$ cat config.mk
export PLATFORM = sky130hd
export DESIGN_NAME = serial_bit_multiplier
export DESIGN_NICKNAME = d
export VERILOG_FILES = /design/src/rtl/sbm_pkg.sv /design/src/rtl/loop_counter.sv /design/src/rtl/serial_mul_ctrl.sv /design/src/rtl/serial_mul_dp.sv /design/src/rtl/serial_bit_multiplier.sv
export SDC_FILE = /design/constraint.sdc
export NUM_CORES = 1
export LEC_CHECK = 0
export BUFFER_PORTS_ARGS = -buffer_cell sky130_fd_sc_hd__buf_2
export CORE_AREA = 5 5 65 49
export CTS_BUF_LIST = sky130_fd_sc_hd__clkbuf_8 sky130_fd_sc_hd__clkbuf_16
export DETAILED_ROUTE_END_ITERATION = 12
export DIE_AREA = 0 0 70 54
export HOLD_SLACK_MARGIN = 0.15
export PLACE_DENSITY = 0.66
export SETUP_SLACK_MARGIN = 0.2
export SYNTH_ARGS = -nofsm -noshare
export SYNTH_HDL_FRONTEND = slang
export SYNTH_SLANG_ARGS = --single-unit
$ cat constraint.sdc
create_clock -name clk -period 3.8 [get_ports clk]
set_clock_uncertainty 0.1 [all_clocks]
set_input_delay 1.14 -clock clk [delete_from_list [all_inputs] [get_ports clk]]
set_output_delay 1.14 -clock clk [all_outputs]
set_load 0.005 [all_outputs]
$ cat src/rtl/sbm_pkg.sv
package sbm_pkg;

  typedef enum logic [1:0] {
    ST_IDLE  = 2'd0,
    ST_INNER = 2'd1,
    ST_OUTER = 2'd2
  } seq_state_t;

  // Datapath control word issued by the sequencer each cycle
  typedef struct packed {
    logic shift_a;
    logic select_sum;
    logic shift_hi;
    logic shift_b;
    logic shift_low;
    logic clr_carry;
  } ctl_t;

  // One full-adder cell: returns {carry_out, sum}
  function automatic logic [1:0] full_add(input logic x, input logic y, input logic cin);
    full_add = {(x & y) | (x & cin) | (y & cin), x ^ y ^ cin};
  endfunction

  // Counter width for a modulus
  function automatic int count_bits(input int limit);
    count_bits = (limit > 1) ? $clog2(limit) : 1;
  endfunction

endpackage

$ cat src/rtl/loop_counter.sv
module loop_counter #(
  parameter int LIMIT = 4
) (
  input  logic                                  clk,
  input  logic                                  rst_n,
  input  logic                                  ce,
  input  logic                                  clr,
  output logic [sbm_pkg::count_bits(LIMIT)-1:0] count,
  output logic                                  tc
);
  localparam int CW = sbm_pkg::count_bits(LIMIT);
  localparam logic [CW-1:0] LAST = CW'(LIMIT - 1);

  logic [CW-1:0] cnt_q;

  assign count = cnt_q;
  assign tc    = (cnt_q == LAST);

  always_ff @(posedge clk) begin
    if (!rst_n || clr) cnt_q <= '0;
    else if (ce)       cnt_q <= tc ? '0 : cnt_q + CW'(1);
  end


  cnt_hold_chk: assert property (@(posedge clk) disable iff (!rst_n)
    (!ce && !clr) |=> $stable(count));

  cnt_step_chk: assert property (@(posedge clk) disable iff (!rst_n)
    (ce && !clr && !tc) |=> (count == $past(count) + CW'(1)));

  cnt_wrap_chk: assert property (@(posedge clk) disable iff (!rst_n)
    (ce && !clr && tc) |=> (count == '0));

endmodule

$ cat src/rtl/serial_mul_ctrl.sv
module serial_mul_ctrl (
  input  logic          clk,
  input  logic          rst_n,
  input  logic          start,
  input  logic          tc_i,
  input  logic          tc_j,
  output sbm_pkg::ctl_t ctl,
  output logic          load,
  output logic          idle,
  output logic          ce_i,
  output logic          clr_i,
  output logic          ce_j,
  output logic          clr_j,
  output logic          done
);
  import sbm_pkg::*;

  seq_state_t state_q, state_d;
  logic       in_inner, in_outer;
  logic       done_q;

  assign idle     = (state_q == ST_IDLE);
  assign in_inner = (state_q == ST_INNER);
  assign in_outer = (state_q == ST_OUTER);
  assign load     = idle && start;

  // Loop counter controls
  assign clr_i = load;
  assign ce_i  = in_outer;
  assign ce_j  = in_inner;
  assign clr_j = in_outer || load;

  always_comb begin
    state_d = state_q;
    unique case (state_q)
      ST_IDLE:  if (start) state_d = ST_INNER;
      ST_INNER: if (tc_j)  state_d = ST_OUTER;
      ST_OUTER: state_d = tc_i ? ST_IDLE : ST_INNER;
      default:  state_d = ST_IDLE;
    endcase
  end

  always_comb begin
    ctl            = '0;
    ctl.shift_a    = in_inner;
    ctl.select_sum = in_inner;
    ctl.shift_hi   = in_inner || in_outer;
    ctl.shift_b    = in_outer;
    ctl.shift_low  = in_outer;
    ctl.clr_carry  = in_outer;
  end

  always_ff @(posedge clk) begin
    if (!rst_n) begin
      state_q <= ST_IDLE;
      done_q  <= 1'b0;
    end else begin
      state_q <= state_d;
      done_q  <= in_outer && tc_i;
    end
  end

  assign done = done_q;


  j_exit_chk: assert property (@(posedge clk) disable iff (!rst_n)
    (in_inner && tc_j) |=> (state_q == ST_OUTER));

  i_exit_chk: assert property (@(posedge clk) disable iff (!rst_n)
    (in_outer && tc_i) |=> (idle && done));

  outer_return_chk: assert property (@(posedge clk) disable iff (!rst_n)
    (in_outer && !tc_i) |=> in_inner);

  done_pulse_chk: assert property (@(posedge clk) disable iff (!rst_n)
    done |=> !done);

  busy_start_chk: assert property (@(posedge clk) disable iff (!rst_n)
    (!idle && start && !(in_outer && tc_i)) |=> !idle);

  ctl_state_chk: assert property (@(posedge clk) disable iff (!rst_n)
    $onehot0({in_inner, in_outer, idle}) && (state_q != 2'd3));

endmodule

$ cat src/rtl/serial_mul_dp.sv
module serial_mul_dp #(
  parameter int N = 4
) (
  input  logic            clk,
  input  logic            rst_n,
  input  logic            load,
  input  logic            idle,
  input  logic [N-1:0]    a_in,
  input  logic [N-1:0]    b_in,
  input  sbm_pkg::ctl_t   ctl,
  output logic [2*N-1:0]  product
);
  import sbm_pkg::*;

  logic [N-1:0] a_q, b_q, hi_q, low_q;
  logic         carry_q;
  logic [1:0]   fa;
  logic         sum_bit, carry_out, hi_fill;

  // Bit leaving HI plus the current partial-product bit plus the saved carry
  assign fa        = full_add(hi_q[0], a_q[0] & b_q[0], carry_q);
  assign sum_bit   = fa[0];
  assign carry_out = fa[1];
  // Pass bit during a pass; the saved overflow carry during the outer step
  assign hi_fill   = ctl.select_sum ? sum_bit : carry_q;

  always_ff @(posedge clk) begin
    if (!rst_n) begin
      a_q     <= '0;
      b_q     <= '0;
      hi_q    <= '0;
      low_q   <= '0;
      carry_q <= 1'b0;
    end else if (load) begin
      a_q     <= a_in;
      b_q     <= b_in;
      hi_q    <= '0;
      low_q   <= '0;
      carry_q <= 1'b0;
    end else begin
      if (ctl.shift_a)   a_q   <= {a_q[0], a_q[N-1:1]};
      if (ctl.shift_b)   b_q   <= {1'b0, b_q[N-1:1]};
      if (ctl.shift_hi)  hi_q  <= {hi_fill, hi_q[N-1:1]};
      if (ctl.shift_low) low_q <= {hi_q[0], low_q[N-1:1]};
      if (ctl.clr_carry)       carry_q <= 1'b0;
      else if (ctl.select_sum) carry_q <= carry_out;
    end
  end

  assign product = {hi_q, low_q};

  initial begin
    n_min_chk: assert (N >= 2);
  end


  pass_hold_chk: assert property (@(posedge clk) disable iff (!rst_n)
    (ctl.select_sum && !load) |=> ($stable(b_q) && $stable(low_q)));

  outer_carry_chk: assert property (@(posedge clk) disable iff (!rst_n)
    (ctl.shift_low && !load) |=> (!carry_q && hi_q[N-1] == $past(carry_q)));

  idle_hold_chk: assert property (@(posedge clk) disable iff (!rst_n)
    (idle && !load) |=> $stable(product));

endmodule

$ cat src/rtl/serial_bit_multiplier.sv
module serial_bit_multiplier #(
  parameter int N = 4
) (
  input  logic           clk,
  input  logic           rst_n,
  input  logic           start,
  input  logic [N-1:0]   a_in,
  input  logic [N-1:0]   b_in,
  output logic           done,
  output logic [2*N-1:0] product
);
  import sbm_pkg::*;

  localparam int CW = count_bits(N);

  ctl_t          ctl;
  logic          load, idle;
  logic          ce_i, clr_i, tc_i;
  logic          ce_j, clr_j, tc_j;
  logic [CW-1:0] cnt_i, cnt_j;

  serial_mul_ctrl u_ctrl (
    .clk   (clk),
    .rst_n (rst_n),
    .start (start),
    .tc_i  (tc_i),
    .tc_j  (tc_j),
    .ctl   (ctl),
    .load  (load),
    .idle  (idle),
    .ce_i  (ce_i),
    .clr_i (clr_i),
    .ce_j  (ce_j),
    .clr_j (clr_j),
    .done  (done)
  );

  loop_counter #(.LIMIT(N)) u_cnt_i (
    .clk   (clk),
    .rst_n (rst_n),
    .ce    (ce_i),
    .clr   (clr_i),
    .count (cnt_i),
    .tc    (tc_i)
  );

  loop_counter #(.LIMIT(N)) u_cnt_j (
    .clk   (clk),
    .rst_n (rst_n),
    .ce    (ce_j),
    .clr   (clr_j),
    .count (cnt_j),
    .tc    (tc_j)
  );

  serial_mul_dp #(.N(N)) u_dp (
    .clk     (clk),
    .rst_n   (rst_n),
    .load    (load),
    .idle    (idle),
    .a_in    (a_in),
    .b_in    (b_in),
    .ctl     (ctl),
    .product (product)
  );


  start_clear_chk: assert property (@(posedge clk) disable iff (!rst_n)
    load |=> (cnt_i == '0 && cnt_j == '0));

  outer_jclr_chk: assert property (@(posedge clk) disable iff (!rst_n)
    ctl.shift_b |=> (cnt_j == '0));

  count_range_chk: assert property (@(posedge clk) disable iff (!rst_n)
    (int'(cnt_i) < N) && (int'(cnt_j) < N));

endmodule

After elaboration in Yosys (flattened, before gate mapping)
Cells that the tools add are included.
W data, S select, Z words.
{"block": "classes", "eq_ne": 6, "n_mux": 11, "bitwise": 9, "addsub": 2, "reduce_logical": 13}
{"operator": "$mux W4", "n": 4}
{"operator": "$mux W2", "n": 4}
{"operator": "$eq A2 B2 Y1 const B", "n": 3}
{"operator": "$pmux W2 S3", "n": 1}
{"operator": "$add A2 B1 Y2 const B", "n": 2}
{"operator": "$and A1 B1 Y1", "n": 4}
{"operator": "$logic_or A1 B1 Y1", "n": 4}
{"operator": "$reduce_bool A2 Y1", "n": 2}
{"operator": "$reduce_or A3 Y1", "n": 1}
{"operator": "$eq A2 B1 Y1 const B", "n": 1}
{"operator": "$logic_and A1 B1 Y1", "n": 2}
{"operator": "$logic_not A2 Y1", "n": 1}
{"operator": "$mux W1", "n": 2}
{"operator": "$ne A2 B1 Y1 const B", "n": 1}
{"operator": "$ne A2 B2 Y1 const B", "n": 1}
{"operator": "$or A1 B1 Y1", "n": 2}
{"operator": "$reduce_and A2 Y1", "n": 1}
{"operator": "$reduce_or A2 Y1", "n": 1}
{"operator": "$xor A1 B1 Y1", "n": 2}
{"operator": "$logic_not A1 Y1", "n": 1}
{"operator": "$not A1 Y1", "n": 1}
{"block": "totals", "regBits": 24, "in_bits": 11, "out_inout_bits": 9}

Depth between registers and ports, before layout
Gate-level depths: netlist (run 1).
{"block": "depth", "ltp_word": 4, "depth_mapped": 7, "depth_no_buf": 5}

By module
A second synthesis (run 1) with hierarchy kept.
{"block": "hier_totals", "cells_unflattened": 118, "area_unflattened_um2": 1241.2}
{"module": "serial_mul_dp", "seq_area_each_um2": 340.3, "n_inst": 1, "cells_each": 71, "area_per_inst_um2": 788.3}
{"module": "serial_mul_ctrl", "seq_area_each_um2": 60.1, "n_inst": 1, "cells_each": 29, "area_per_inst_um2": 260.2}
{"module": "loop_counter", "seq_area_each_um2": 40.0, "n_inst": 2, "cells_each": 9, "area_per_inst_um2": 96.3}

Worst setup path after synthesis (run 1)
OpenSTA, ideal clock, no wires.
{"block": "synth_path", "kind": "input port to flip-flop", "from": "input port rst_n", "to": "register u_ctrl.state_q[0]", "cell_stages": 3, "slack_ns": 1.930, "t_required_ns": 3.616, "arrival_ns": 1.686, "path_cell_list": "inv_1 > or3_1 > o31ai_2"}
{"item": "start, declared", "line": "serial_bit_multiplier.sv:5", "rtl": "input logic rst_n,"}
{"item": "end signal, assigned", "line": "serial_mul_ctrl.sv:58", "rtl": "state_q <= state_d;"}
{"item": "end, declared", "line": "serial_mul_ctrl.sv:18", "rtl": "seq_state_t state_q, state_d;"}

Worst setup path in the final report (run 1)
{"block": "layout_path", "from": "input port start", "to": "register u_dp.carry_q"}
{"block": "layout_via", "elab_chain_cells": 2}
{"item": "start, declared", "line": "serial_bit_multiplier.sv:6", "rtl": "input logic start,"}
{"item": "$logic_and A1 B1 Y1", "line": "serial_mul_ctrl.sv:25", "rtl": "assign load = idle && start;"}
{"item": "$reduce_or A3 Y1 (no source line)"}
{"item": "end signal, assigned", "line": "serial_mul_dp.sv:46", "rtl": "else if (ctl.select_sum) carry_q <= carry_out;"}
{"item": "end, declared", "line": "serial_mul_dp.sv:16", "rtl": "logic carry_q;"}
Every way passes these cells.
A chain may end at the register's enable or synchronous reset.

==> flow_summary.yaml, run 1 <==
pwr:
  p_comb_share_pct: 35.2
  p_leak_uw: 0.000497
  clockPowerShare_pct: 20.2
  ir_drop_v: 0.000201
  power_density_nw_per_um2: 574
  netSwitchingPower_uw: 241
  internal_power_uw: 474
  switching_share_pct: 33.7
  power.total_uw: 714
  share_seq_of_total_power_pct: 44.6
global_route:
  antenna_found_initial: 0
  grtUsageTotal_pct: 11.3
  grt_overflow: 0
  grt_pass1_wl_um: 3280
  grt_pass1_vias: 761
  grt_max_degree: 17
sta:
  maxSlewViolCount: 0
  worstMarginPinSlew_ns: 0.637
  finalCritPeriodShare_pct: 57.6
  finalHoldViolations: 0
  max-slew-margin-rel_pct: 57.5
  timing.final.crit_period_ns: 2.19
  rsz0062_at_grt: "no"
  setup_violations: 0
  max_freq_mhz: 457
  fin_ws_ns: 1.61
  setup_tns_ns: 0
synthesis:
  synth_seq_cells: 24
  syn-num-nets: 132
  synth_top_cell_by_area: "dfxtp_1"
  yosys_warnings: 0
  synthTopCellsByArea: "dfxtp_1, mux2i_1, ha_1"
  netlist_instances: 113
  synth.avg_cell_area_um2: 9.74
  synth_area_um2: 1100
  synth_cell_types: 28
  synth.top_cell.area_share_pct: 43.6
  ys_seq_area_share_pct: 43.6
setup_path:
  r2r_cells: 5
  endpoint_kind: "register"
  cp-start-kind: "primary input"
  crit_fanout: 16
  r2r_setup_slack_ns: 1.80
  cp_slowest_stage_delay_ns: 0.41
  crit_chain: "buf_2 > nand2_2 > nand2_1 > a2111oi_0"
  worstPathRequired_ns: 3.85
  worst_ep_arrival_time_ns: 2.24
  reg2reg_to: "u_dp.carry_q$_SDFFE_PP0N_"
  crit_type: "primary input to register"
  cp_slowest_cell: "a2111oi_0"
  r2r_start: "u_ctrl.state_q[0]$_SDFFE_PN0P_"
clocking:
  post_cts_buffers: 0
  clkSlewWorstSetupHoldPaths_ns: 0.07
  clk_latency_ns: 0.26
  cts_hold_buf: 0
  cts_sinks: 24
  tritoncts: "done"
  numCtsBuffers: 3
  post_cts_resized: 0
  clock_path_buffers: 2
  h-tree-depth: 1
  cts_root_buf: "clkbuf_8"
hold_path:
  min-delay-path-class: "register to register"
  hold_start: "u_dp.hi_q[3]$_SDFFE_PP0P_"
  hold_path_end: "u_dp.hi_q[3]$_SDFFE_PP0P_"
  holdPathStages: 2
place:
  port-buffer-count: 19
  dp_slack_ns: 1.35
  hpwl_um: 1530
  gp_congestion: 0.685
die:
  die_y_um: 54
  io_pins: 20
  rows: 16
  die_area_um2: 3780
  coreArea_um2: 2600
  initial_core_util_pct: 42.3
  die_w_um: 70
finish:
  diodes: 0
  fin_util_pct: 47.8
  drive_above_1_share_pct: 20.3
  area_growth_pct: 13.0
  fin_nets: 149
routing:
  wl_met2_um: 960
  top_layer_used: "met4"
  ant_nets: 0
  routed-via-count: 807
  wl_met1_um: 963
  via_per_inst: 4.92
  route.met3.wl_um: 104
  wl_per_cell_um: 12.4
  wirelength_um: 2040
  route.detailed.drc: 0
  firstDrtPassIters: 4
  drt_iter0_drc: 17
job:
  maxCapViolations: 0
run_status:
  status: "finished, final reports clean"
==> cells by family after synthesis <==
kind of cell	after synthesis	share of synthesized area (%)
and+or+nand+nor	34	15.1
DFF	24	43.6
muxes	17	15.5
AOI/OAI and AO/OA	16	10.1
buffers and inverters	14	5.91
adders and majority gates	8	9.77
==> power by group through the flow <==
stage                     logic (µW)  registers, µW  clock network (µW)
after floorplan                  219            316                   0
after global placement           244            321                   0
after detailed placement         252            325                   0
after CTS                        254            319                 153
after global routing             281            323                 159
final                            251            319                 145
==> synth_stat cells <==
library cell and number:
dfxtp_1 24, nor2_1 18, mux2i_1 17, a211oi_1 7, ha_1 7, inv_1 6
a21oi_1 5, buf_2 4, nand2_1 3, nor3_1 3, nand3_1 2, a2111oi_0 1
buf_1 1, buf_6 1, clkbuf_1 1, fa_1 1, inv_2 1, nand2_2 1
nand2b_1 1, nand3b_1 1, nor2b_1 1, nor2b_4 1, nor3b_1 1, o211ai_1 1
o21ai_0 1, o31ai_2 1, or3_1 1, or3b_1 1
==> layout by cell type, fill, tap and decap left out <==
cell type / synthesis / final
a2111oi_0: 1 / 1
a211oi_1: 7 / 7
a21oi_1: 5 / 5
buf_2: 4 / 19
clkbuf_8: 0 / 3
dfxtp_1: 24 / 24
fa_1: 1 / 1
ha_1: 7 / 7
inv_1: 6 / 6
inv_2: 1 / 1
mux2i_1: 17 / 17
nand2_1: 3 / 3
nand2_2: 1 / 1
nand2b_1: 1 / 1
nand3_1: 2 / 2
nand3b_1: 1 / 1
nor2_1: 18 / 18
nor2b_1: 1 / 1
nor2b_4: 1 / 1
nor3_1: 3 / 3
nor3b_1: 1 / 1
o211ai_1: 1 / 1
o21ai_0: 1 / 1
o31ai_2: 1 / 1
or3_1: 1 / 1
or3b_1: 1 / 1
==> routing by layer <==
layer,global-route usage (%),vias to the layer above
met3,5.22,2
met4,3.82,0
met2,20.5,14
met1,11.8,379
met5,0,-
li1,-,412
==> final cells by class <==
| cell class | count | area, µm² |
|---|---|---|
| fill | 257 | 1360 |
| multi-input combinational | 75 | 556 |
| sequential | 24 | 480 |
| timing repair buffer | 19 | 95.1 |
| tap | 36 | 45.0 |
| clock buffer | 3 | 41.3 |
| inverter | 7 | 26.3 |
==> worst max-delay path: cells and delay by family <==
kind,cells,cell delay [ns]
AOI/OAI and AO/OA,1,0.41
buffers and inverters,1,0.12
and+or+nand+nor,2,0.57
==> metrics by stage <==
step,area [µm²],cells,hold slack (ns)
after floorplan,1100,113,0.361
after global placement,1200,161,0.379
after detailed placement,1200,161,0.383
after CTS,1240,164,0.395
after global routing,1240,164,0.419
final,1240,164,0.396
==> registers in the layout (all words and copies together) (netlist names) <==
signal and count:
u_cnt_i.count 2, u_dp.hi_q 4, u_dp.a_q 4, u_ctrl.state_q 2
u_dp.b_q 4, u_dp.carry_q 1, u_cnt_j.count 2, u_dp.low_q 4
u_ctrl.done 1
==> worst max-delay path by stage <==
stage,startpoint,endpoint,slack [ns],cells after the start
floorplan,rst_n,u_ctrl.state_q[0]$_SDFFE_PN0P_,1.93,3
global placement,start,u_dp.carry_q$_SDFFE_PP0N_,1.41,4
detailed placement,start,u_dp.carry_q$_SDFFE_PP0N_,1.35,4
CTS,start,u_dp.carry_q$_SDFFE_PP0N_,1.62,4
global route,start,u_dp.carry_q$_SDFFE_PP0N_,1.47,4
finish,start,u_dp.carry_q$_SDFFE_PP0N_,1.61,4
No activity file was read; power rests on OpenSTA's default activity.
==> inputs of run 2 (changes only) <==
--- a/config.mk
+++ b/config.mk
@@ -11,7 +11,7 @@
 export DETAILED_ROUTE_END_ITERATION = 12
 export DIE_AREA = 0 0 70 54
 export HOLD_SLACK_MARGIN = 0.15
-export PLACE_DENSITY = 0.66
+export PLACE_DENSITY = 0.69
 export SETUP_SLACK_MARGIN = 0.2
 export SYNTH_ARGS = -nofsm -noshare
 export SYNTH_HDL_FRONTEND = slang
==> constraint.sdc (replaced) <==
create_clock -name clk -period 1.9 [get_ports clk]
set_clock_uncertainty 0.1 [all_clocks]
set_input_delay 0.57 -clock clk [delete_from_list [all_inputs] [get_ports clk]]
set_output_delay 0.57 -clock clk [all_outputs]
set_load 0.005 [all_outputs]
==> run 2 against run 1 <==
Against the previous run: critical path depth up 1; combinational power up 110%; critical endpoint is now u_ctrl.state_q[0]$_SDFFE_PN0P_; setup slack worse by 1.3 ns; die area unchanged; first-iteration DRC count up 5.9%; sequential power up 100%.
==> flow_summary.yaml, run 2 (same netlist as run 1, synthesis figures left out) <==
job:
  maxCapViolations: 0
routing:
  wl_per_cell_um: 11.6
  route.detailed.drc: 0
  wirelength_um: 1960
  drt_iter0_drc: 18
  ant_nets: 0
  firstDrtPassIters: 3
  via_per_inst: 4.77
  routed-via-count: 802
place:
  hpwl_um: 1510
  gp_congestion: 0.738
  port-buffer-count: 19
  dp_slack_ns: 0.242
  placedCellCount: 164
sta:
  setup_tns_ns: 0
  maxSlewViolCount: 0
  rsz0062_at_grt: "yes"
  worstMarginPinSlew_ns: 0.365
  finalCritPeriodShare_pct: 84.7
  timing.final.crit_period_ns: 1.61
  max-slew-margin-rel_pct: 75.0
  fin_ws_ns: 0.291
  finalHoldViolations: 0
  setup_violations: 0
  max_freq_mhz: 621
clocking:
  post_cts_buffers: 0
  clock_path_buffers: 2
  clkSlewWorstSetupHoldPaths_ns: 0.08
  tritoncts: "done"
  cts_root_buf: "clkbuf_8"
  numCtsBuffers: 3
  h-tree-depth: 1
  cts_hold_buf: 0
  post_cts_resized: 0
  clk_latency_ns: 0.26
  cts_sinks: 24
setup_path:
  endpoint_kind: "register"
  worstPathRequired_ns: 1.98
  cp-start-kind: "register"
  cp_slowest_cell: "dfxtp_2"
  reg2reg_to: "u_ctrl.state_q[0]$_SDFFE_PN0P_"
  crit_type: "register to register"
  worst_ep_arrival_time_ns: 1.69
  r2r_cells: 5
  cp_slowest_stage_delay_ns: 0.37
  crit_chain: "inv_1 > ha_1 > nor2b_1 > or3_1 > o31ai_2"
  crit_path_start: "u_ctrl.state_q[0]$_SDFFE_PN0P_"
  r2r_start: "u_ctrl.state_q[0]$_SDFFE_PN0P_"
  r2r_setup_slack_ns: 0.29
  crit_fanout: 5
finish:
  final_cell_mix: "dfxtp_1, buf_2, nor2_1"
  instances_no_fill: 168
  final_common_cell: "dfxtp_1"
  diodes: 0
  area_growth_pct: 18.2
  drive_above_1_share_pct: 25.0
  fin_nets: 152
die:
  rows: 16
  io_pins: 20
  die_area_um2: 3780
  initial_core_util_pct: 42.3
  die_y_um: 54
  die_w_um: 70
  coreArea_um2: 2600
global_route:
  grt_max_degree: 16
  antenna_found_initial: 0
  grtUsageTotal_pct: 11.4
  grt_overflow: 0
  grt_pass1_vias: 785
  grt_pass1_wl_um: 3350
pwr:
  p_comb_share_pct: 32.9
  share_seq_of_total_power_pct: 39.9
  clockPowerShare_pct: 27.2
  p_leak_uw: 0.000525
  netSwitchingPower_uw: 486
  switching_share_pct: 30.3
  internal_power_uw: 1110
  power_density_nw_per_um2: 1230
  ir_drop_v: 0.000436
hold_path:
  hold_path_end: "u_dp.b_q[3]$_SDFFE_PN0P_"
  holdPathStages: 2
  hold_start: "u_dp.b_q[3]$_SDFFE_PN0P_"
  min-delay-path-class: "register to register"
run_status:
  status: "finished, final reports clean"
[run 2: final cells by class]
class / instances / area [µm²]
tap: 36 / 45.0
timing repair buffer: 22 / 118
clock buffer: 3 / 41.3
inverter: 7 / 26.3
fill: 268 / 1300
sequential: 24 / 483
multi-input combinational: 75 / 558
clock inverter: 1 / 30.0
[run 2: worst max-delay path by stage]
stage                                      to  cells after the start
6_report       u_ctrl.state_q[0]$_SDFFE_PN0P_                      5
5_1_grt        u_ctrl.state_q[0]$_SDFFE_PN0P_                      5
3_5_place_dp   u_ctrl.state_q[0]$_SDFFE_PN0P_                      5
3_3_place_gp   u_ctrl.state_q[0]$_SDFFE_PN0P_                      4
4_1_cts        u_ctrl.state_q[0]$_SDFFE_PN0P_                      5
2_1_floorplan  u_ctrl.state_q[0]$_SDFFE_PN0P_                      5
[run 2: layer usage]
metal / global-route usage [%] / share of wire, %
met5: 0 / 0
met3: 5.22 / 5.2
met4: 2.55 / 0.41
met2: 19.1 / 44
met1: 13.6 / 50
[run 2: worst max-delay path, delay by kind of cell, from the launching register on]
family	cells	cell delay (ns)
compound gates	1	0.18
fa+ha+maj	1	0.25
flops	1	0.37
simple gates	2	0.54
buf+inv	1	0.08
[run 2: metrics by stage]
| step | total power (µW) | utilization [%] | instance area, µm² | hold slack [ns] |
|---|---|---|---|---|
| after floorplan | 1070 | - | 1100 | 0.361 |
| after global placement | 1160 | 47.1 | 1220 | 0.376 |
| after detailed placement | 1170 | 47.1 | 1220 | 0.388 |
| after CTS | 1620 | 49.8 | 1300 | 0.401 |
| after global routing | 1710 | 50.0 | 1300 | 0.420 |
| final | 1600 | 50.0 | 1300 | 0.391 |
[run 2: power by group through the flow]
stage	logic, µW	registers (µW)	clock network (µW)
floorplan	439	632	0
global placement	513	643	0
detailed placement	529	646	0
CTS	531	636	454
global route	582	650	474
finish	526	639	435
==> inputs of run 3 (changes only) <==
==> constraint.sdc (replaced) <==
create_clock -name clk -period 1.35 [get_ports clk]
set_clock_uncertainty 0.1 [all_clocks]
set_input_delay 0.405 -clock clk [delete_from_list [all_inputs] [get_ports clk]]
set_output_delay 0.405 -clock clk [all_outputs]
set_load 0.005 [all_outputs]
==> run 3 against run 2 <==
Against the previous run: the run now ends with negative setup slack left; die area is the same; register-to-register slack lost 0.39 ns; combinational power grew to 2.8 times the previous value; via count grew 17%; flip-flop and latch count is the same; first-iteration DRC count grew 44%; global-route usage grew 2.5 points; sequential share of layout area shrank 8.6 points; clock power grew 1%; critical path depth is the same; clock-buffer cell count is the same; critical path type unchanged; largest cell class unchanged.
==> flow_summary.yaml, run 3 (same netlist as run 1, synthesis figures left out) <==
setup_path:
  worstPathRequired_ns: 1.42
  crit_path_start: "u_ctrl.state_q[1]$_SDFFE_PN0P_"
  endpoint_kind: "register"
  worst_ep_arrival_time_ns: 1.51
  cp_slowest_stage_delay_ns: 0.33
  cp_slowest_cell: "dfxtp_2"
  r2r_start: "u_ctrl.state_q[1]$_SDFFE_PN0P_"
  crit_fanout: 5
  cp-start-kind: "register"
  cp_num_buf_inv: 2
  crit_chain: "buf_4 > ha_2 > bufbuf_16 > a21oi_1 > o31ai_2"
  crit_type: "register to register"
  crit_family: "buffers and inverters"
routing:
  wirelength_um: 2750
  via_per_inst: 4.85
  drt_iter0_drc: 26
  routed-via-count: 936
  wl_per_cell_um: 14.3
  route.detailed.drc: 0
  firstDrtPassIters: 4
  ant_nets: 0
sta:
  finalHoldViolations: 0
  setup_violations: 6
  max_freq_mhz: 691
  timing.hold.ws_ns: 0.304
  finalCritPeriodShare_pct: 107
  maxSlewViolCount: 0
  max-slew-margin-rel_pct: 85.8
  fin_ws_ns: -0.0976
  worstMarginPinSlew_ns: 0.208
  rsz0062_at_grt: "yes"
  timing.final.crit_period_ns: 1.45
die:
  die_y_um: 54
  die_area_um2: 3780
  io_pins: 20
  rows: 16
  die_w_um: 70
  initial_core_util_pct: 42.3
  coreArea_um2: 2600
place:
  port-buffer-count: 19
  hpwl_um: 1660
  placedCellCount: 174
  gp_congestion: 0.816
clocking:
  h-tree-depth: 1
  cts_sinks: 24
  cts_root_buf: "clkbuf_8"
  tritoncts: "done"
  numCtsBuffers: 3
  clk_latency_ns: 0.28
  clkSlewWorstSetupHoldPaths_ns: 0.09
  cts_hold_buf: 0
  clock_path_buffers: 2
finish:
  diodes: 0
  fin_nets: 177
  final_cell_mix: "mux2i_1, buf_4, nor2_1, buf_2, dfxtp_2"
  instances_no_fill: 193
  fin_util_pct: 67.2
  area_growth_pct: 58.9
  drive_above_1_share_pct: 57.3
global_route:
  top_usage_layer: "met2"
  use_met2_pct: 24.1
  use_met1_pct: 16.5
  met3_usage_pct: 3.36
  antenna_found_initial: 0
  grt_pass1_wl_um: 3970
  grtUsageTotal_pct: 13.9
  grt_overflow: 0
  grt_max_degree: 14
  grt_pass1_vias: 866
pwr:
  p_leak_uw: 0.000715
  ir_drop_v: 0.00107
  power_density_nw_per_um2: 1600
run_status:
  status: "finished with violations"
  violations: "negative setup slack"
hold_path:
  hold_start: "b_in[3]"
  min-delay-path-class: "primary input to register"
job:
  maxCapViolations: 0
run 3: cell types whose count changed in the layout (fill, tap and decap cells not counted), sizes merged:
cell / delta
bufbuf: +1
bufinv: -1
clkbuf: +1
inv: +1
buf: +23
run 3: final cells by class:
type                    instances  area (µm²)
flip-flops and latches         24         499
clock buffers                   3        41.3
repair buffers                 47         433
clock inverters                 1        3.75
inverters                       7        26.3
multi-input cells              75         701
fillers                       187         853
well taps                      36        45.0
run 3: per-layer routing:
metal / wire length (µm) / up-vias
met4: 42 / 0
met3: 72 / 5
li1: - / 474
met1: 1310 / 447
met5: 0 / -
met2: 1330 / 10
run 3: path summary, 6_finish.rpt:
path	to	slack [ns]	cells past startpoint
worst max-delay path	u_ctrl.state_q[0]$_SDFFE_PN0P_	-0.1	5
worst min-delay path	u_dp.b_q[3]$_SDFFE_PN0P_	0.30	3
worst max register to register	u_ctrl.state_q[0]$_SDFFE_PN0P_	-0.1	5
worst min register to register	u_dp.b_q[3]$_SDFFE_PN0P_	0.40	2
run 3: power breakdown:
group / switching, µW / internal, µW / total [µW]
logic: 658 / 803 / 1460
registers: 73.8 / 833 / 906
clock network: 236 / 204 / 440
run 3: worst reg2reg max path, cell delays in order (launching register included):
cell and delay (ns):
dfxtp_2 0.33, buf_4 0.14, ha_2 0.19, bufbuf_16 0.28, a21oi_1 0.20, o31ai_2 0.09
run 3: per-stage QoR:
step	setup WS (ns)	TNS [ns]	cell area (µm²)	power [µW]
final	-0.0976	-0.333	1750	2810
after global routing	-0.120	-1.21	1750	2950
after CTS	-0.0724	-0.333	1650	2620
after detailed placement	-0.119	-0.312	1380	1900
after global placement	-0.0571	-0.0768	1380	1860
after floorplan	-0.0956	-0.165	1180	1670
run 3: timing repair:
item,4_1_cts,5_1_grt
resized for setup,24,15
setup buffers,12,0
cloned,2,1
pin swaps,12,8
setup endpoints to repair,33,33
